`src/rtl/ep0_mode_reg.sv`:
```
module ep0_mode_reg (
  input  logic       clk,
  input  logic       rst_n,
  input  logic       cpu_wr,
  input  logic       cpu_rd,
  input  logic [7:0] cpu_wdata,
  output logic [7:0] cpu_rdata,
  input  logic       sie_upd,
  input  logic [1:0] sie_tok,
  input  logic       sie_ack,
  input  logic       sie_setup_hold,
  input  logic       buf_wr,
  output logic       buf_wr_en
);
  localparam logic [1:0] TOK_OUT   = 2'b01;
  localparam logic [1:0] TOK_IN    = 2'b10;
  localparam logic [1:0] TOK_SETUP = 2'b11;

  logic [7:0] st, st_nx;
  logic       lock, lock_nx;

  always_comb begin
    st_nx = st;
    if (sie_upd) begin
      if (sie_ack) st_nx[4] = 1'b1;
      case (sie_tok)
        TOK_OUT:   st_nx[5] = 1'b1;
        TOK_IN:    st_nx[6] = 1'b1;
        TOK_SETUP: st_nx[7] = 1'b1;
        default:   ;
      endcase
    end else if (cpu_wr) begin
      st_nx[7] = 1'b0;
      if (!lock) begin
        st_nx[3:0] = cpu_wdata[3:0];
        st_nx[6:4] = st[6:4] & cpu_wdata[6:4];
      end
    end
    if (sie_setup_hold) st_nx[7] = 1'b1;
  end

  assign lock_nx = sie_upd ? 1'b1 : (cpu_rd ? 1'b0 : lock);

  always_ff @(posedge clk) begin
    if (!rst_n) begin
      st   <= '0;
      lock <= 1'b0;
    end else begin
      st   <= st_nx;
      lock <= lock_nx;
    end
  end

  assign cpu_rdata = st;
  assign buf_wr_en = buf_wr & ~st[7];

  AST_TOK_IN_SETS: assert property (@(posedge clk) disable iff (!rst_n)
    sie_upd && sie_tok == TOK_IN |=> cpu_rdata[6]);
  AST_TOK_OUT_SETS: assert property (@(posedge clk) disable iff (!rst_n)
    sie_upd && sie_tok == TOK_OUT |=> cpu_rdata[5]);
  AST_ACK_SETS: assert property (@(posedge clk) disable iff (!rst_n)
    sie_upd && sie_ack |=> cpu_rdata[4]);
  AST_FLAGS_STICKY: assert property (@(posedge clk) disable iff (!rst_n)
    !cpu_wr |=> (cpu_rdata[6:4] & $past(cpu_rdata[6:4])) == $past(cpu_rdata[6:4]));
  AST_WR_CLEARS_SETUP: assert property (@(posedge clk) disable iff (!rst_n)
    cpu_wr && !sie_upd && !sie_setup_hold |=> !cpu_rdata[7]);
  AST_MODE_HELD: assert property (@(posedge clk) disable iff (!rst_n)
    !cpu_wr || sie_upd || lock |=> $stable(cpu_rdata[3:0]));
  AST_LOCKED_WR_IGNORED: assert property (@(posedge clk) disable iff (!rst_n)
    lock && cpu_wr && !sie_upd |=> $stable(cpu_rdata[6:0]));
  AST_READ_UNLOCKS: assert property (@(posedge clk) disable iff (!rst_n)
    cpu_rd && !sie_upd |=> !lock);
  AST_SIE_LOCKS: assert property (@(posedge clk) disable iff (!rst_n)
    sie_upd |=> lock);
  AST_HOLD_FORCES: assert property (@(posedge clk) disable iff (!rst_n)
    sie_setup_hold |=> cpu_rdata[7]);
endmodule

```
`config.mk`:
```
export PLATFORM = sky130hd
export DESIGN_NAME = ep0_mode_reg
export DESIGN_NICKNAME = d
export VERILOG_FILES = /design/src/rtl/ep0_mode_reg.sv
export SDC_FILE = /design/constraint.sdc
export NUM_CORES = 1
export LEC_CHECK = 0
export BUFFER_PORTS_ARGS = -buffer_cell sky130_fd_sc_hd__buf_2
export CORE_AREA = 2 2 39 41
export DETAILED_ROUTE_END_ITERATION = 7
export DIE_AREA = 0 0 41 43
export GPL_TIMING_DRIVEN = 0
export PLACE_DENSITY = 0.58
export SLEW_MARGIN = 20
export SYNTH_ARGS = -nofsm -noshare
export SYNTH_HDL_FRONTEND = slang
export SYNTH_SLANG_ARGS = --single-unit
```
`constraint.sdc`:
```
create_clock -name clk -period 1.2 [get_ports clk]
set_input_delay 0.06 -clock clk [delete_from_list [all_inputs] [get_ports clk]]
set_output_delay 0.06 -clock clk [all_outputs]
set_load 0.01 [all_outputs]
```
Word-level counts from Yosys, hierarchy flattened
Index checks and enable logic that the tools add are counted.
{ "word_totals": {"output_inout_bits": 9, "wordCells": 37, "regBits": 9} }
{ "op_classes": {"reduce_logical": 8, "n_eq_ne": 8, "n_bitwise": 5, "mux": 10} }
{ "op_table": {"columns": ["cell", "n"], "rows": [
  ["$reduce_and A3 Y1", 4],
  ["$mux W8", 1],
  ["$mux W1", 7],
  ["$mux W7", 1],
  ["$ne A2 B1 Y1 const B", 3],
  ["$eq A2 B2 Y1 const B", 2],
  ["$mux W4", 1],
  ["$reduce_bool A2 Y1", 2],
  ["$and A3 B3 Y3", 1],
  ["$ne A3 B1 Y1 const B", 1],
  ["$not A1 Y1", 3],
  ["$reduce_bool A3 Y1", 1],
  ["$eq A2 B1 Y1 const B", 1],
  ["$ne A2 B2 Y1 const B", 1],
  ["$reduce_and A2 Y1", 1],
  ["$and A1 B1 Y1", 1]
]} }

Longest topological paths before layout
{ "logic_depth": {"ltp_word": 5, "ltp_mapped": 3, "mapped_depth_nobuf": 2} }

Least setup slack after synthesis
OpenSTA, ideal clock, no wires.
{ "synth_path": {"path_type": "flip-flop to flip-flop", "startpoint": "register lock", "endpoint": "register st[0] (netlist: cpu_rdata[0])", "stages_incl_launch_ff": 3, "setup_time_ps": 72, "arrival_ps": 836, "t_required_ps": 1128, "setup_slack_ps": 293, "cell_sequence": "dfxtp_1 > nor3b_4 > mux2i_1"} }
{ "synth_via": {"elab_chain_cells": 2} }
{ "synth_lines": {"columns": ["item", "line_no", "text"], "rows": [
  ["start: declaration", "20", "logic lock, lock_nx;"],
  ["start signal: assignment", "50", "lock <= lock_nx;"],
  ["$not A1 Y1 (no source line)", null, null],
  ["$reduce_and A3 Y1 (no source line)", null, null],
  ["end signal: assignment", "49", "st <= st_nx;"],
  ["end: declaration", "19", "logic [7:0] st, st_nx;"]
]} }
No other way between the ends.
A chain may end at the register's enable or synchronous reset.

Final worst setup path
Same ends and word-level chain as after synthesis.

==> results.py <==
metrics = {
    "die": {
        "die_area_mm2": 0.00176,
        "dieWidth_um": 41,
        "row_count": 14,
        "boundaryPins": 27,
        "fp.dieH_um": 43,
        "core_region_area_mm2": 0.00138,
        "start_util": 0.290,
    },
    "detailed_routing": {
        "wl_um": 834,
        "dr.pass1.iters": 3,
        "route.antenna.remaining_nets": 0,
        "vias": 390,
        "routedWlPerCell_um": 9.59,
        "vias_per_cell": 4.48,
        "drc_errors": 0,
        "drtIter0Drc": 2,
    },
    "critical_path": {
        "reg2regPathDepth": 2,
        "endpoint": "cpu_rdata[0]$_SDFFE_PN0P_",
        "crit_arrival_ns": 1.20,
        "rrSetupSlack_ns": 0.18,
        "r2r-end": "cpu_rdata[0]$_SDFFE_PN0P_",
        "required_ns": 1.38,
        "r2r_start": "lock$_SDFFE_PN0P_",
        "worstSetupStartpoint": "lock$_SDFFE_PN0P_",
        "crit_fanout": 5,
        "end_kind": "register",
        "cp-start-kind": "register",
        "path_class": "reg2reg",
    },
    "global_routing": {
        "grt.total_usage": 0.106,
        "grt_overflow": 0,
        "grt_pass1_vias": 349,
        "grt_max_degree": 11,
        "grt_pass1_wl_mm": 1.27,
        "antenna_found_initial": 0,
    },
    "sta": {
        "tns_ns": 0,
        "rsz0062_at_grt": "no",
        "fin_crit_sh": 0.850,
        "period_needed_ns": 1.02,
        "slew_headroom": 0.753,
        "slew_violations": 0,
        "finalSetupViolCount": 0,
        "worst_pin_slew_ns": 0.370,
        "hold_viol": 0,
        "hold_slack_ns": 0.0443,
        "fmax_mhz": 980,
        "finalClockSkew_ns": 0.00123,
    },
    "layout": {
        "fill_cells": 161,
        "diodes": 0,
        "nets": 90,
        "multi_input_area_um2": 198,
        "regArea_um2": 180,
        "drive_above_1_share": 0.423,
        "area_growth_pct": 41.4,
    },
    "logic_synthesis": {
        "synth-seq-cells": 9,
        "synth_nets": 61,
        "synth_area_leaders": "dfxtp_1, nand2_1, mux2i_1, a211oi_1, nor3b_4",
        "synth_compound_area_frac": 0.121,
        "synthesis.instances": 43,
        "synth_top_area_share": 0.449,
        "synth_top_family_by_area": "simple AND/OR/NAND/NOR gates",
        "synth_fa_ha_area_frac": 0,
        "synthXorXnorAreaFrac": 0,
        "syn_area_per_cell_um2": 9.34,
        "synthSimpleGateAreaFrac": 0.271,
        "yosys_warnings": 0,
        "yosysUniqueCellTypes": 17,
        "ys_seq_area_frac": 0.449,
        "synth_top_area_cell": "dfxtp_1",
        "netlist_area_um2": 402,
        "synthMuxAreaShare": 0.0997,
    },
    "cts": {
        "cts-resized-gates": 0,
        "ctsLongestPathBuffers": 2,
        "clk_pin_slew_worst_paths_ns": 0.06,
        "cts_root_buf": "clkbuf_4",
        "clkSinkCount": 9,
        "htree_levels": 1,
        "cts_hold_buf": 0,
        "cts_tree": "yes",
        "clk_latency_ns": 0.25,
        "cts_buffers": 3,
        "postCtsSetupBuffers": 0,
    },
    "placement": {
        "dp_hpwl_um": 681,
        "port-buffer-count": 24,
        "routabilityCongestion": 0.578,
    },
    "pwr": {
        "power.leakage_nw": 0.271,
        "switchingPower_w": 0.000155,
        "clkPwrFrac": 0.339,
        "sequentialPowerShare": 0.499,
        "internal-power_w": 0.000500,
        "power_w": 0.000655,
        "p_comb_frac": 0.162,
        "peakVddDrop_uv": 569,
        "powerDensity_mw_per_mm2": 1150,
        "swShare": 0.236,
    },
    "status": {
        "status": "finished clean",
    },
    "worst_hold_path": {
        "hold_path.class": "in2reg",
    },
    "job": {
        "cap_violations": 0,
    },
}
cells in the final DEF (no fill, tap or decap), drive strengths merged, types with 2 or more instances in the layout:
master,count
nand2,11
a211oi,3
dfxtp,9
nor2b,2
inv,2
buf,26
nor4b,2
clkbuf,4
mux2i,4
stage by stage:
stage               worst slack (ns)  cells  instance area [µm²]  utilization
floorplan                      0.293     43                  402            -
global placement               0.189     83                  542        0.392
detailed placement             0.192     83                  542        0.392
CTS                            0.168     87                  568        0.410
global route                   0.115     87                  568        0.410
finish                         0.180     87                  568        0.410
final cells by class:
class                      instances  area share
sequential                         9       0.317
inverter                           2      0.0132
multi-input combinational         30       0.348
clock buffer                       4      0.0463
buffer                             2      0.0286
timing repair buffer              24       0.211
tap                               16      0.0352
state kept, by name, summed over array words and instances, names as in the netlist:
name and flops:
cpu_rdata 8, lock 1
critical path, stage by stage (launching register included):
cell,delay (ns)
dfxtp_1,0.35
nor3b_4,0.38
mux2i_1,0.23
per-layer routing:
layer	GRT usage	wire length, µm	share of wire
met1	0.120	369	0.44
met2	0.166	361	0.43
met3	0.0314	103	0.12
met4	0.0600	0	0
met5	0	0	0
cells by family after synthesis:
family,after synthesis
simple gates,19
flops,9
compound gates,7
mux,4
buf+inv,4
synth_stat cells:
library cell and count:
o32ai_1 1, o21ai_0 1, a21oi_1 1, buf_2 1, o21a_1 1, inv_1 2, nand4b_1 1, nor3b_4 1
nand2b_1 1, buf_6 1, mux2i_1 4, dfxtp_1 9, nor2b_1 2, nor2_1 1, nor4b_1 2, nand2_1 11
a211oi_1 3
power groups by stage:
stage          registers (W)   logic, W  clock network, W
2_1_floorplan       0.000341  0.0000491                 0
3_3_place_gp        0.000333   0.000108                 0
3_5_place_dp        0.000334   0.000108                 0
4_1_cts             0.000327   0.000108          0.000234
5_1_grt             0.000329   0.000120          0.000245
6_report            0.000327   0.000106          0.000222
worst min-delay path by stage:
| stage | from | end | cells after the start |
|---|---|---|---|
| detailed placement | sie_tok[1] | cpu_rdata[5]$_SDFFE_PN0P_ | 2 |
| finish | sie_tok[1] | cpu_rdata[5]$_SDFFE_PN0P_ | 2 |
| global placement | sie_tok[1] | cpu_rdata[5]$_SDFFE_PN0P_ | 2 |
| CTS | sie_tok[1] | cpu_rdata[5]$_SDFFE_PN0P_ | 2 |
| global route | sie_tok[1] | cpu_rdata[5]$_SDFFE_PN0P_ | 2 |
| floorplan | sie_tok[1] | cpu_rdata[5]$_SDFFE_PN0P_ | 1 |
Note: power is estimated with default switching activity, not from simulation.
